## config.mk

```make
export PLATFORM = sky130hd
export DESIGN_NAME = shape_slot_assign
export DESIGN_NICKNAME = d
export VERILOG_FILES = /design/src/rtl/shape_slot_pkg.sv /design/src/rtl/shape_slot_ctrl.sv /design/src/rtl/shape_slot_dpath.sv /design/src/rtl/shape_slot_assign.sv
export SDC_FILE = /design/constraint.sdc
export NUM_CORES = 1
export LEC_CHECK = 0
export ABC_AREA = 1
export BUFFER_PORTS_ARGS = -buffer_cell sky130_fd_sc_hd__buf_4
export CAP_MARGIN = 10
export CELL_PAD_IN_SITES_DETAIL_PLACEMENT = 0
export CELL_PAD_IN_SITES_GLOBAL_PLACEMENT = 1
export CORE_ASPECT_RATIO = 2
export CORE_UTILIZATION = 41
export CTS_CLUSTER_SIZE = 12
export DETAILED_ROUTE_END_ITERATION = 6
export HOLD_SLACK_MARGIN = 0.02
export PLACE_DENSITY_LB_ADDON = 0.05
export SETUP_SLACK_MARGIN = 0.15
export SYNTH_ARGS = -nofsm -noshare
export SYNTH_HDL_FRONTEND = slang
export SYNTH_SLANG_ARGS = --single-unit
```

## constraint.sdc

```tcl
create_clock -name clk -period 2.3 [get_ports clk]
set_input_delay 0.115 -clock clk [delete_from_list [all_inputs] [get_ports clk]]
set_output_delay 0.115 -clock clk [all_outputs]
set_load 0.005 [all_outputs]
```

## src/rtl/shape_slot_pkg.sv

```systemverilog
package shape_slot_pkg;

  typedef enum logic [1:0] {
    ST_IDLE  = 2'd0,
    ST_WALK  = 2'd1,
    ST_APPLY = 2'd2
  } ctrlState_e;

  typedef struct packed {
    logic latch;     // capture template for a new command
    logic clearAll;  // bulk wipe plus enable field load
    logic writeEn;   // write template into slot and mapping field
    logic setEnBit;  // refined: set enable bit and persistence
  } strobe_t;

endpackage

```

## src/rtl/shape_slot_ctrl.sv

```systemverilog
module shape_slot_ctrl
  import shape_slot_pkg::*;
#(
  parameter int NUM_OPS   = 5,
  parameter int NUM_SLOTS = 4,
  localparam int POS_W    = $clog2(NUM_OPS),
  localparam int SLOT_W   = $clog2(NUM_SLOTS),
  localparam int REF_W    = NUM_OPS - SLOT_W
) (
  input  logic              clk,
  input  logic              rstN,
  input  logic              start,
  input  logic              modeIn,
  input  logic [NUM_OPS-1:0] maskIn,
  output strobe_t           strb,
  output logic [POS_W-1:0]  posSel,
  output logic [SLOT_W-1:0] slotSel,
  output logic              busy,
  output logic              done,
  output logic              err
);

  localparam logic [POS_W-1:0]  LAST_POS  = POS_W'(NUM_OPS - 1);
  localparam logic [SLOT_W-1:0] LAST_SLOT = SLOT_W'(NUM_SLOTS - 1);

  ctrlState_e            stateQ, stateD;
  logic [NUM_OPS-1:0]    maskQ;
  logic [POS_W-1:0]      posQ, posD;
  logic [SLOT_W-1:0]     slotQ, slotD;
  logic                  doneD, errD;
  logic [REF_W-1:0]      refPos;
  logic [SLOT_W-1:0]     refSlot;
  logic                  refBad;
  logic                  accept;

  assign refPos  = maskQ[NUM_OPS-1:SLOT_W];
  assign refSlot = maskQ[SLOT_W-1:0];
  assign refBad  = (refPos > REF_W'(NUM_OPS - 1));
  assign accept  = start && (stateQ == ST_IDLE);
  assign busy    = (stateQ != ST_IDLE);

  always_comb begin
    stateD  = stateQ;
    posD    = posQ;
    slotD   = slotQ;
    doneD   = 1'b0;
    errD    = 1'b0;
    strb    = '0;
    posSel  = posQ;
    slotSel = slotQ;
    unique case (stateQ)
      ST_IDLE: begin
        if (accept) begin
          strb.latch    = 1'b1;
          strb.clearAll = !modeIn;
          posD          = '0;
          slotD         = '0;
          stateD        = modeIn ? ST_APPLY : ST_WALK;
        end
      end
      ST_WALK: begin
        if (maskQ[posQ]) begin
          strb.writeEn = 1'b1;
          slotD        = (slotQ == LAST_SLOT) ? '0 : slotQ + 1'b1;
        end
        if (posQ == LAST_POS) begin
          doneD  = 1'b1;
          stateD = ST_IDLE;
        end else begin
          posD = posQ + 1'b1;
        end
      end
      ST_APPLY: begin
        posSel  = POS_W'(refPos);
        slotSel = refSlot;
        if (refBad) begin
          errD = 1'b1;
        end else begin
          strb.writeEn  = 1'b1;
          strb.setEnBit = 1'b1;
        end
        doneD  = 1'b1;
        stateD = ST_IDLE;
      end
      default: stateD = ST_IDLE;
    endcase
  end

  always_ff @(posedge clk or negedge rstN) begin
    if (!rstN) begin
      stateQ <= ST_IDLE;
      maskQ  <= '0;
      posQ   <= '0;
      slotQ  <= '0;
      done   <= 1'b0;
      err    <= 1'b0;
    end else begin
      stateQ <= stateD;
      posQ   <= posD;
      slotQ  <= slotD;
      done   <= doneD;
      err    <= errD;
      if (accept) maskQ <= maskIn;
    end
  end

endmodule

```

## src/rtl/shape_slot_dpath.sv

```systemverilog
module shape_slot_dpath
  import shape_slot_pkg::*;
#(
  parameter int NUM_OPS   = 5,
  parameter int NUM_SLOTS = 4,
  parameter int SHAPE_W   = 32,
  localparam int POS_W    = $clog2(NUM_OPS),
  localparam int SLOT_W   = $clog2(NUM_SLOTS)
) (
  input  logic                          clk,
  input  logic                          rstN,
  input  strobe_t                       strb,
  input  logic [POS_W-1:0]              posSel,
  input  logic [SLOT_W-1:0]             slotSel,
  input  logic [NUM_OPS-1:0]            maskIn,
  input  logic [SHAPE_W-1:0]            templIn,
  output logic [NUM_SLOTS*SHAPE_W-1:0]  shapeOut,
  output logic [NUM_OPS*SLOT_W-1:0]     opMapOut,
  output logic [NUM_OPS-1:0]            enOut,
  output logic                          persistOut
);

  logic [SHAPE_W-1:0] templQ;

  always_ff @(posedge clk or negedge rstN) begin
    if (!rstN) begin
      templQ     <= '0;
      persistOut <= 1'b0;
    end else begin
      if (strb.latch) templQ <= templIn;
      if (strb.clearAll) persistOut <= 1'b0;
      else if (strb.setEnBit) persistOut <= 1'b1;
    end
  end

  for (genvar s = 0; s < NUM_SLOTS; s++) begin : g_slot
    logic [SHAPE_W-1:0] shapeQ;
    always_ff @(posedge clk or negedge rstN) begin
      if (!rstN) begin
        shapeQ <= '0;
      end else if (strb.clearAll) begin
        shapeQ <= '0;
      end else if (strb.writeEn && (slotSel == SLOT_W'(s))) begin
        shapeQ <= templQ;
      end
    end
    assign shapeOut[s*SHAPE_W +: SHAPE_W] = shapeQ;
  end

  for (genvar p = 0; p < NUM_OPS; p++) begin : g_op
    logic [SLOT_W-1:0] mapQ;
    logic              enQ;
    logic              hit;
    assign hit = (posSel == POS_W'(p));
    always_ff @(posedge clk or negedge rstN) begin
      if (!rstN) begin
        mapQ <= '0;
        enQ  <= 1'b0;
      end else if (strb.clearAll) begin
        mapQ <= '0;
        enQ  <= maskIn[p];
      end else begin
        if (strb.writeEn && hit) mapQ <= slotSel;
        if (strb.setEnBit && hit) enQ <= 1'b1;
      end
    end
    assign opMapOut[p*SLOT_W +: SLOT_W] = mapQ;
    assign enOut[p] = enQ;
  end

endmodule

```

## src/rtl/shape_slot_assign.sv

```systemverilog
module shape_slot_assign
  import shape_slot_pkg::*;
#(
  parameter int NUM_OPS   = 5,
  parameter int NUM_SLOTS = 4,
  parameter int SHAPE_W   = 32,
  localparam int POS_W    = $clog2(NUM_OPS),
  localparam int SLOT_W   = $clog2(NUM_SLOTS)
) (
  input  logic                         clk,
  input  logic                         rstN,
  input  logic                         start,
  input  logic                         modeIn,
  input  logic [NUM_OPS-1:0]           maskIn,
  input  logic [SHAPE_W-1:0]           templIn,
  output logic [NUM_SLOTS*SHAPE_W-1:0] shapeOut,
  output logic [NUM_OPS*SLOT_W-1:0]    opMapOut,
  output logic [NUM_OPS-1:0]           enOut,
  output logic                         persistOut,
  output logic                         busy,
  output logic                         done,
  output logic                         err
);

  strobe_t           strb;
  logic [POS_W-1:0]  posSel;
  logic [SLOT_W-1:0] slotSel;

  shape_slot_ctrl #(.NUM_OPS(NUM_OPS), .NUM_SLOTS(NUM_SLOTS)) u_ctrl (
    .clk(clk), .rstN(rstN), .start(start), .modeIn(modeIn), .maskIn(maskIn),
    .strb(strb), .posSel(posSel), .slotSel(slotSel),
    .busy(busy), .done(done), .err(err)
  );

  shape_slot_dpath #(.NUM_OPS(NUM_OPS), .NUM_SLOTS(NUM_SLOTS), .SHAPE_W(SHAPE_W)) u_dpath (
    .clk(clk), .rstN(rstN), .strb(strb), .posSel(posSel), .slotSel(slotSel),
    .maskIn(maskIn), .templIn(templIn), .shapeOut(shapeOut),
    .opMapOut(opMapOut), .enOut(enOut), .persistOut(persistOut)
  );

endmodule

```

[Word-level counts from Yosys, hierarchy flattened]
Cells that the tools add are included.
Storage, ports and cells
  register bits after elaboration: 190
  output and inout port bits: 147
Operators by class
  $add $sub $neg: 2
  magnitude comparators: 2
  equality and inequality tests: 15
  mux-type cells: 55
  reduce and logical (&&, ||, !) cells: 39
Operators with widths (number)
  $mux 32: 8
  $mux 2: 20
  $reduce_bool 2->1: 17
  $mux 1: 18
  $logic_and 1x1->1: 15
  $mux 3: 3
  $eq 2x2->1 const B: 4
  $pmux 2 s2: 2
  $eq 3x2->1 const B: 2
  $eq 3x3->1 const B: 2
  $ne 2x1->1 const B: 3
  $pmux 3 s2: 1
  $reduce_and 3->1: 2
  $eq 2x1->1 const B: 2
  $logic_not 2->1: 2
  $lt 3x4->1 const B: 1
  $pmux 1 s2: 2
  $add 3x1->3 const B: 1
  $bmux 1 s3: 1
  $eq 3x1->1 const B: 1
  $gt 3x3->1 const B: 1
  $logic_not 3->1: 1
  $add 2x1->2 const B: 1
  $ne 2x2->1 const B: 1
  other kinds (2): 2

[Depth between registers and ports, before layout]
Gate-level depths: netlist (run 1).
  word-level depth: 7
  depth in mapped cells: 13

[Hierarchy]
A second synthesis (run 1) with hierarchy kept.
Second synthesis, totals
  cell total of the unflattened synthesis: 934
  area total of the unflattened synthesis: 8005.2 um2
By module, submodules not included
  shape_slot_dpath: times used 1, cells an instance 827, area each 7184.4 um2, seq. area each 4404.2 um2
  shape_slot_ctrl: times used 1, cells an instance 107, area each 820.8 um2, seq. area each 350.3 um2

[Least setup slack after synthesis (run 1)]
OpenSTA, ideal clock, no wires.
  kind: register to register
  start point: reg u_ctrl.stateQ[0]
  end point: reg u_dpath.g_slot[2].shapeQ[11]
  setup time: 0.118 ns
  arrival time: 1.650 ns
  required time: 2.182 ns
  setup slack: 0.532 ns
  stages on the path, launching flop included: 11
  path through: dfrtp_1 -> inv_1 -> ha_1 -> buf_4 -> o21ai_2 -> inv_2 -> nor2_2 -> nand3_1 -> clkbuf_1 -> nand3_1 -> nand2_1
On the way
  longest elaborated chain between the ends: 5
  elaborated cells on any way between the ends: 12
RTL lines
  start, declared: line shape_slot_ctrl.sv:26  | ctrlState_e stateQ, stateD;
  start signal, assigned: line shape_slot_ctrl.sv:98  | stateQ <= stateD;
  $eq 2x2->1 / $logic_not 2->1 (equally long branches): line shape_slot_ctrl.sv:51, shape_slot_ctrl.sv:39
  $mux 2 / $logic_and 1x1->1 (equally long branches): line shape_slot_ctrl.sv:51, shape_slot_ctrl.sv:39
  $eq 2x2->1 / $mux 2 (equally long branches): line shape_slot_dpath.sv:43, shape_slot_ctrl.sv:53
  $logic_and 1x1->1 / $mux 2 (equally long branches): line shape_slot_dpath.sv:43, shape_slot_ctrl.sv:51
  $reduce_bool 2->1 (no line) / $mux 32 (equally long branches)
  end signal, assigned: line shape_slot_dpath.sv:44  | shapeQ <= templQ;
  end, declared: line shape_slot_dpath.sv:37  | logic [SHAPE_W-1:0] shapeQ;
Several ways; a longest one is shown, not always the timed one.
A chain may end at the register's enable or synchronous reset.

[Final worst setup path (run 1)]
  start point: reg u_ctrl.posQ[0]
  end point: reg u_dpath.g_slot[0].shapeQ[14]
On the way
  longest elaborated chain between the ends: 6
RTL lines
  start, declared: line shape_slot_ctrl.sv:28  | logic [POS_W-1:0] posQ, posD;
  start signal, assigned: line shape_slot_ctrl.sv:99  | posQ <= posD;
  $bmux 1 s3: line shape_slot_ctrl.sv:62  | if (maskQ[posQ]) begin
  $mux 1 (implied by the code): line shape_slot_ctrl.sv:62
  $mux 1: line shape_slot_ctrl.sv:62
  $pmux 1 s2: line shape_slot_ctrl.sv:51  | unique case (stateQ)
  $logic_and 1x1->1: line shape_slot_dpath.sv:43  | end else if (strb.writeEn && (slotSel == SLOT_W'(s))) begin
  $reduce_bool 2->1 (no line)
  end signal, assigned: line shape_slot_dpath.sv:44
  end, declared: line shape_slot_dpath.sv:37
Every way passes these cells. The select of a mux whose other input is x is not followed.

==> metrics.yaml, run 1 <==
synthesis:
  syn_inst: 948
  yosys.area.top_type_share_pct: 56.36
  yosys_most_used_dff: "dfrtp_1"
  avgSynthCellArea_um2: 8.898
  async_flop_share_pct: 100.0
  yosysTopAreaCell: "dfrtp_1"
  syn_area_um2: 8436
  yosys_warnings: 0
  ys_ff_latch: 190
  synth_area_leaders: "dfrtp_1 56%, nand4_1 10%, nand3_1 8.9%"
  synthTopCellsByCount: "190 x dfrtp_1, 166 x nand2_1, 150 x nand3_1"
  synth_edf_count: 0
  synth_most_common_cell: "dfrtp_1"
  seq_area_frac_synth_pct: 56.36
  synth.distinct_cells: 24
  syn-num-nets: 995
cells_and_area:
  drive_gt1_share_pct: 23.31
  n_antenna_cell: 0
  synthToLayoutAreaGrowth_pct: 32.56
  fillers: 1895
  regArea_um2: 4755
  fin_area_um2: 11180
  finalNetCount: 1188
  multi_input_area_um2: 3097
setup_path:
  cp.required_ns: 2.67
  critPathCaptureType: "flip-flop"
  worstPathArrival_ns: 2.40
  crit_fanout: 32
  critical_path_class: "reg -> reg"
  start_kind: "flip-flop"
die:
  dieWidth_um: 103.4
  die_y_um: 204.9
  ioPinCount: 188
  start_util_pct: 42.17
  rows: 73
  dieArea_um2: 21190
  design.core.area_um2: 20000
clock_network:
  htree_levels: 4
  worst_skew_pair.late_latency_ns: 0.44
  cts_root_buffer: "clkbuf_16"
  cts.sinks: 190
  post_cts_buffers: 0
  max-clock-path-buffers: 2
  clk_pin_slew_ns: 0.07
  cts_tree: "built"
  cts_buffers: 17
drt:
  drc: 0
  routedWlPerCell_um: 18.95
  drt_wl_total_um: 26830
  initialDrtViolationCount: 390
  vias: 7652
  firstDrtPassIters: 5
  viasPerCell: 5.404
  antenna_left: 0
hold_path:
  min_path_type: "in -> reg"
global_route:
  top_usage_layer: "met2"
  grt-ovfl-total: 0
  grt_pass1_vias: 7387
  grt_max_degree: 73
  grt.met3_usage_pct: 4.504
  grt_usage_pct: 26.37
  grt.met2_usage_pct: 44.91
  grt_pass1_wl_um: 41190
  grtUsageMet1_pct: 31.92
  antenna_found_initial: 0
sta:
  hold_viol_final: 0
  hold_ws_ns: 0.1551
  period_needed_ns: 2.025
  grt_setup_unrepaired: "false"
  worstMarginPinSlew_ns: 0.6056
  finClkSkew_ns: 0.01086
  finalCritPeriodShare_pct: 88.06
  tns_ns: 0
  drv_slew: 0
  setup_viol: 0
  relSlewSlack_pct: 59.62
  fmax_mhz: 493.7
pwr:
  clkPwrFrac_pct: 19.1
  switchingPower_uw: 6609
  intPower_uw: 8870
  switching_share_pct: 42.70
  max-vdd-ir-drop_mv: 0.8126
  comb_power_share_pct: 47.3
  p_per_area_nw_per_um2: 1384
  power_leakage_uw: 0.005963
  p_seq_share_pct: 33.6
  total_power_uw: 15480
place:
  place_area_um2: 10170
  hpwl_um: 18140
  place_congestion: 0.8307
  portBuffers: 187
run:
  drv_cap: 0
run_status:
  status: "completed"
==> registers in the layout, indices dropped and copies added (netlist names) <==
signal / flops
u_dpath.g_op.mapQ: 10
u_dpath.persistOut: 1
u_dpath.templQ: 32
u_ctrl.posQ: 3
u_ctrl.done: 1
u_ctrl.slotQ: 2
u_ctrl.stateQ: 2
u_ctrl.maskQ: 5
u_dpath.g_slot.shapeQ: 128
u_dpath.g_op.enQ: 5
u_ctrl.err: 1
==> through the flow <==
step                      cells  utilization (%)  setup slack, ns
after floorplan             948                -           0.5323
after global placement     1345            50.85           0.1727
after detailed placement   1345            50.85           0.1362
after CTS                  1416            55.73           0.2160
after global routing       1416            55.90           0.1500
final                      1416            55.90           0.2746
==> kinds of logic after synthesis <==
kind of cell	after synthesis	share of synthesized area, %
flip-flops	190	56.36
buffers and inverters	143	7.743
AO/OA/AOI/OAI	62	4.049
adder cells (fa/ha/maj)	6	0.8899
AND/OR/NAND/NOR	547	30.96
==> final timing paths <==
| path | startpoint | to | slack [ns] | cells after the start |
|---|---|---|---|---|
| min in group asynchronous | rstN | u_dpath.g_slot[3].shapeQ[3] | 0.26 | 2 |
| max reg2reg | u_ctrl.posQ[0] | u_dpath.g_slot[0].shapeQ[14] | 0.27 | 12 |
| max in group asynchronous | rstN | u_dpath.g_slot[0].shapeQ[13] | 1.30 | 3 |
| min reg2reg | u_dpath.g_slot[2].shapeQ[2] | u_dpath.g_slot[2].shapeQ[2] | 0.50 | 2 |
| max | u_ctrl.posQ[0] | u_dpath.g_slot[0].shapeQ[14] | 0.27 | 12 |
| min | modeIn | u_dpath.g_op[1].enQ | 0.16 | 3 |
==> layout by cell type, fill, tap and decap left out, drive strengths merged <==
cell,synthesis,routed
a21boi,1,1
a21oi,41,41
a22oi,5,5
buf,45,223
bufinv,0,2
clkbuf,44,29
clkinv,0,1
clkinvlp,0,1
dfrtp,190,190
dlygate4sd3,0,39
ha,6,6
inv,54,54
nand2,166,166
nand3,152,152
nand4,139,139
nor2,88,88
nor3,2,2
o21ai,11,11
o21bai,1,1
o22ai,2,2
o32ai,1,1
==> worst max-delay path, cell delays in order (launching register included) <==
cell and delay [ns]:
dfrtp_1 0.46, inv_2 0.16, nand2_1 0.07, nand3_1 0.06, nand2_1 0.06, nand2_1 0.05
nand2_1 0.07, nand2_1 0.17, nand2_8 0.18, nand3_2 0.09, buf_4 0.34, nand3_1 0.14
nand2_1 0.08
==> layer usage <==
layer / routed length, um / vias to the layer above
li1: - / 3637
met1: 10420 / 3735
met2: 14300 / 236
met3: 1112 / 44
met4: 994 / 0
met5: 0 / -
==> timing repair <==
item	CTS	global route
hold buffers	39	0
endpoints found under the setup margin	89	120
endpoints found under the hold margin	109	0
gates resized for setup	1	7
==> cell type report <==
type,count,area share (%)
Timing Repair Buffer,263,19.81
Clock buffer,28,4.532
Sequential cell,190,42.52
Multi-Input combinational cell,615,27.69
Inverter,54,1.835
Tap cell,262,2.932
Clock inverter,4,0.6826
==> power by group through the flow <==
stage / combinational [uW] / clock, uW / sequential (uW)
after floorplan: 4020 / 0 / 5120
after global placement: 7150 / 0 / 5250
after detailed placement: 7210 / 0 / 5260
after CTS: 7280 / 3030 / 5200
after global routing: 8020 / 3140 / 5310
final: 7320 / 2960 / 5200
No activity file was read; power rests on OpenSTA's default activity.
==> run 2: changes to the inputs <==
- CORE_ASPECT_RATIO: 2 -> 1.75
==> run 2 against run 1 <==
Effect of this change:
- sequential share of layout area rose by 0.086 points
- register-to-register slack improved by 0.07 ns
- first-iteration DRC count rose by 41%
- core utilization fell by 0.66 points
- largest cell class unchanged
- highest routed layer unchanged
==> metrics.yaml, run 2 (synthesis results as in run 1) <==
run_status:
  status: "completed"
hold_path:
  min_path_type: "in -> reg"
pwr:
  power_leakage_uw: 0.005973
  p_seq_share_pct: 33.4
  comb_power_share_pct: 46.2
  intPower_uw: 8984
  switchingPower_uw: 6601
  p_per_area_nw_per_um2: 1397
  max-vdd-ir-drop_mv: 0.8462
  switching_share_pct: 42.36
  clkPwrFrac_pct: 20.4
die:
  dieWidth_um: 110.4
  dieArea_um2: 21180
  die_y_um: 191.8
  rows: 69
  ioPinCount: 188
  start_util_pct: 41.76
  design.core.area_um2: 20200
place:
  hpwl_um: 18060
  place_area_um2: 10120
  preCtsSetupSlack_ns: 0.09434
  portBuffers: 187
  place_congestion: 0.8078
  dp.cells: 1330
cells_and_area:
  finalNetCount: 1187
  fillers: 1953
  top_regs: "u_dpath.g_slot.shapeQ: 128 flops, u_dpath.templQ: 32 flops, u_dpath.g_op.mapQ: 10 flops"
  drive_gt1_share_pct: 23.48
  regArea_um2: 4755
  regMostFlops: "u_dpath.g_slot.shapeQ"
  multi_input_area_um2: 3087
  layout.cells.non_filler: 1398
  mostFrequentLayoutCells: "211 x buf_4, 190 x dfrtp_1, 164 x nand2_1"
  n_antenna_cell: 0
  layout_commonest_cell: "buf_4"
  final_util_pct: 55.24
  fin_area_um2: 11160
  synthToLayoutAreaGrowth_pct: 32.29
  largest_register_ffs: 128
setup_path:
  cp.required_ns: 2.62
  reg2reg_from: "u_ctrl.stateQ[0]"
  cp_slowest_stage_delay_ns: 0.49
  cp-endpoint: "u_dpath.g_op[4].mapQ[0]"
  path_buf_inv: 2
  start_kind: "flip-flop"
  critical_path_class: "reg -> reg"
  cp_slowest_cell: "o21ai_0"
  crit_family: "simple AND/OR/NAND/NOR gates"
  cp.depth: 8
  r2r_cells: 8
  r2r_slack_ns: 0.34
  worstPathArrival_ns: 2.28
  crit_fanout: 11
  worstReg2RegEnd: "u_dpath.g_op[4].mapQ[0]"
  critPathCaptureType: "flip-flop"
  crit_start: "u_ctrl.stateQ[0]"
  cp_cell_sequence: "inv_1 -> ha_4 -> o21ai_0 -> inv_1 -> nor2_1 -> nand3_1 -> nand3_1 -> nand2_1"
global_route:
  grt_max_degree: 75
  grt_pass1_vias: 7230
  grt_pass1_wl_um: 41850
  grt_usage_pct: 25.70
  antenna_found_initial: 0
  grt-ovfl-total: 0
clock_network:
  post_cts_buffers: 0
  cts_root_buffer: "clkbuf_16"
  cts_tree: "built"
  cts.sinks: 190
  cts_buffers: 17
  worst_skew_pair.late_latency_ns: 0.44
  clk_pin_slew_ns: 0.07
  htree_levels: 4
  max-clock-path-buffers: 2
sta:
  fmax_mhz: 510.9
  setup_viol: 0
  drv_slew: 0
  relSlewSlack_pct: 60.99
  finClkSkew_ns: 0.005618
  tns_ns: 0
  fin_ws_ns: 0.3426
  worstMarginPinSlew_ns: 0.5790
  finalCritPeriodShare_pct: 85.11
  hold_viol_final: 0
  period_needed_ns: 1.957
  grt_setup_unrepaired: "false"
drt:
  firstDrtPassIters: 5
  drc: 0
  viasPerCell: 5.465
  vias: 7640
  initialDrtViolationCount: 548
  routedWlPerCell_um: 19.23
  antenna_left: 0
  drt_wl_total_um: 26880
run:
  drv_cap: 0
==> run 2: final cells by class <==
cell class / instances / share of cell area [%]
inverters: 54 / 1.839
flip-flops and latches: 190 / 42.61
well taps: 248 / 2.781
clock inverters: 6 / 1.188
repair buffers: 262 / 19.55
clock buffers: 23 / 4.373
multi-input cells: 615 / 27.66
==> run 2: worst min-delay path by stage <==
stage                                  end  cells after the start   start  slack (ns)
2_1_floorplan                  u_ctrl.done                      0    rstN       -0.18
3_3_place_gp   u_dpath.g_slot[3].shapeQ[4]                      1    rstN        0.16
3_5_place_dp   u_dpath.g_slot[3].shapeQ[4]                      1    rstN        0.16
4_1_cts                u_dpath.g_op[4].enQ                      3  modeIn        0.14
5_1_grt                u_dpath.g_op[0].enQ                      3  modeIn        0.15
6_report               u_dpath.g_op[1].enQ                      3  modeIn        0.14
==> run 2: metrics by stage <==
step / hold WS, ns / total power, uW
2_1_floorplan: -0.1806 / 9146
6_report: 0.1382 / 15580
3_3_place_gp: 0.1588 / 12330
5_1_grt: 0.1485 / 16520
4_1_cts: 0.1364 / 15620
3_5_place_dp: 0.1620 / 12380
==> run 2: worst reg2reg max path, cell delays in order (launching register included) <==
cell	delay [ns]
dfrtp_1	0.36
inv_1	0.12
ha_4	0.22
o21ai_0	0.49
inv_1	0.09
nor2_1	0.28
nand3_1	0.14
nand3_1	0.09
nand2_1	0.05
==> run 2: timing repair <==
item / 4_1_cts / 5_1_grt
setup endpoints to repair: 83 / 119
hold endpoints to repair: 104 / 0
gates resized for setup: 2 / 4
pin swaps: 0 / 0
hold buffers: 39 / 0
==> run 2: routing by layer <==
| metal | up-vias | wire (um) | GRT usage [%] |
|---|---|---|---|
| li1 | 3633 | - | - |
| met1 | 3733 | 11050 | 32.15 |
| met2 | 238 | 14110 | 44.60 |
| met3 | 36 | 1138 | 4.733 |
| met4 | 0 | 586 | 8.769 |
| met5 | - | 0 | 0 |
==> run 2: power groups by stage <==
stage	sequential (uW)	combinational [uW]	clock [uW]
global placement	5260	7070	0
finish	5210	7200	3170
detailed placement	5270	7100	0
CTS	5220	7180	3220
floorplan	5120	4020	0
global route	5330	7850	3340
==> run 3: changes to the inputs <==
- CORE_UTILIZATION: 41 -> 37
- HOLD_SLACK_MARGIN: 0.02 -> 0.12
- clock period: 2.3 -> 1.6 ns (I/O delays scaled with it)
==> run 3 against run 2 <==
Effect of this change:
- the flow now finishes with violations (negative setup slack)
- die area increased by 11%
- sequential power increased by 46%
- global-route usage decreased by 0.59 points
- sequential cell count unchanged
- register-to-register slack got worse by 0.53 ns
==> metrics.yaml, run 3 (synthesis results as in run 1) <==
hold_path:
  min_path_type: "in -> async"
die:
  dieWidth_um: 116.1
  design.core.area_um2: 22250
  start_util_pct: 37.91
  ioPinCount: 188
  rows: 72
  dieArea_um2: 23430
  die_y_um: 201.7
drt:
  antenna_left: 0
  viasPerCell: 5.239
  drt_wl_total_um: 29810
  vias: 8120
  drc: 0
  routedWlPerCell_um: 19.23
  firstDrtPassIters: 4
  initialDrtViolationCount: 494
run:
  drv_cap: 0
sta:
  tns_ns: -19.18
  worstMarginPinSlew_ns: 0.5017
  period_needed_ns: 1.784
  hold_ws_ns: 0.1621
  setup_viol: 143
  relSlewSlack_pct: 66.55
  fin_ws_ns: -0.1840
  finalCritPeriodShare_pct: 111.5
  drv_slew: 0
  fmax_mhz: 560.6
  grt_setup_unrepaired: "true"
  finClkSkew_ns: 0.01124
  hold_viol_final: 0
setup_path:
  start_kind: "flip-flop"
  worstPathArrival_ns: 2.11
  critical_path_class: "reg -> reg"
  crit_fanout: 6
  cp.required_ns: 1.92
  critPathCaptureType: "flip-flop"
cells_and_area:
  n_antenna_cell: 0
  finalNetCount: 1289
  top_regs: "u_dpath.g_slot.shapeQ: 128 flops, u_dpath.templQ: 32 flops, u_dpath.g_op.mapQ: 10 flops"
  layout_commonest_cell: "buf_4"
  synthToLayoutAreaGrowth_pct: 56.96
  largest_register_ffs: 128
  drive_gt1_share_pct: 40.43
  layout.cells.non_filler: 1550
  regMostFlops: "u_dpath.g_slot.shapeQ"
  final_util_pct: 59.50
  fin_area_um2: 13240
  mostFrequentLayoutCells: "260 x buf_4, 190 x dfrtp_1, 152 x nand2_1"
global_route:
  grt_pass1_wl_um: 44410
  grt_usage_pct: 25.11
  antenna_found_initial: 0
  grt_pass1_vias: 7877
  grt-ovfl-total: 0
  grt_max_degree: 63
clock_network:
  cts_tree: "built"
  worst_skew_pair.late_latency_ns: 0.44
  cts_buffers: 17
  clk_pin_slew_ns: 0.07
  cts.sinks: 190
  htree_levels: 4
  cts_root_buffer: "clkbuf_16"
  max-clock-path-buffers: 2
run_status:
  status: "complete, but fails checks"
  violations: "negative setup slack"
place:
  place_area_um2: 10980
  place_congestion: 0.7924
  hpwl_um: 19640
  portBuffers: 187
  dp.cells: 1444
pwr:
  p_per_area_nw_per_um2: 2018
  power_leakage_uw: 0.006764
  max-vdd-ir-drop_mv: 0.9750
==> run 3: layer usage <==
layer	track usage [%]	share of wire, %	vias to the layer above
li1	-	-	3838
met1	29.19	39	4028
met2	45.28	55	212
met3	3.795	3.3	42
met4	9.707	3.0	0
met5	0	0	-
==> run 3: final timing paths <==
path	startpoint	end	slack (ns)	cells past startpoint
min in group clk	templIn[29]	u_dpath.templQ[29]	0.43	4
setup / recovery	u_ctrl.stateQ[1]	u_dpath.g_slot[1].shapeQ[29]	-0.18	10
hold / removal	rstN	u_dpath.g_slot[3].shapeQ[3]	0.16	2
hold reg to reg	u_dpath.g_slot[0].shapeQ[2]	u_dpath.g_slot[0].shapeQ[2]	0.50	2
setup reg to reg	u_ctrl.stateQ[1]	u_dpath.g_slot[1].shapeQ[29]	-0.18	10
max in group asynchronous	rstN	u_dpath.g_slot[2].shapeQ[12]	0.79	3
==> run 3: final cells by class <==
type	count	area, um2
clock buffers	21	480.5
clock inverters	10	112.6
fillers	2013	9011
inverters	54	215.2
multi-input cells	615	3811
flip-flops and latches	190	4755
well taps	296	370.4
repair buffers	364	3496
==> run 3: per-stage QoR <==
step,total power (uW),setup WS [ns]
3_3_place_gp,19740,-0.1972
6_report,26710,-0.1840
3_5_place_dp,19830,-0.1944
2_1_floorplan,13720,-0.03252
5_1_grt,28260,-0.2629
4_1_cts,25020,-0.1491
==> run 3: power breakdown <==
group	internal, uW	switching, uW
clock network	2450	1880
registers	6480	1110
logic	6600	8200
==> run 3: what timing repair did <==
action / CTS / global route
gates resized for setup: 68 / 130
endpoints found under the setup margin: 189 / 187
endpoints found under the hold margin: 235 / 0
hold buffers: 40 / 0
cloned: 2 / 12
buffers inserted: 6 / 15
pin swaps: 5 / 14
==> run 3: worst max-delay path, cell delays in order, from the launching register on <==
cell       delay (ns)
dfrtp_1          0.43
ha_4             0.21
buf_12           0.14
nand2_4          0.06
o21ai_4          0.07
buf_4            0.15
nor2_4           0.13
nand3_4          0.17
clkbuf_16        0.22
nand3_2          0.05
nand2_1          0.05
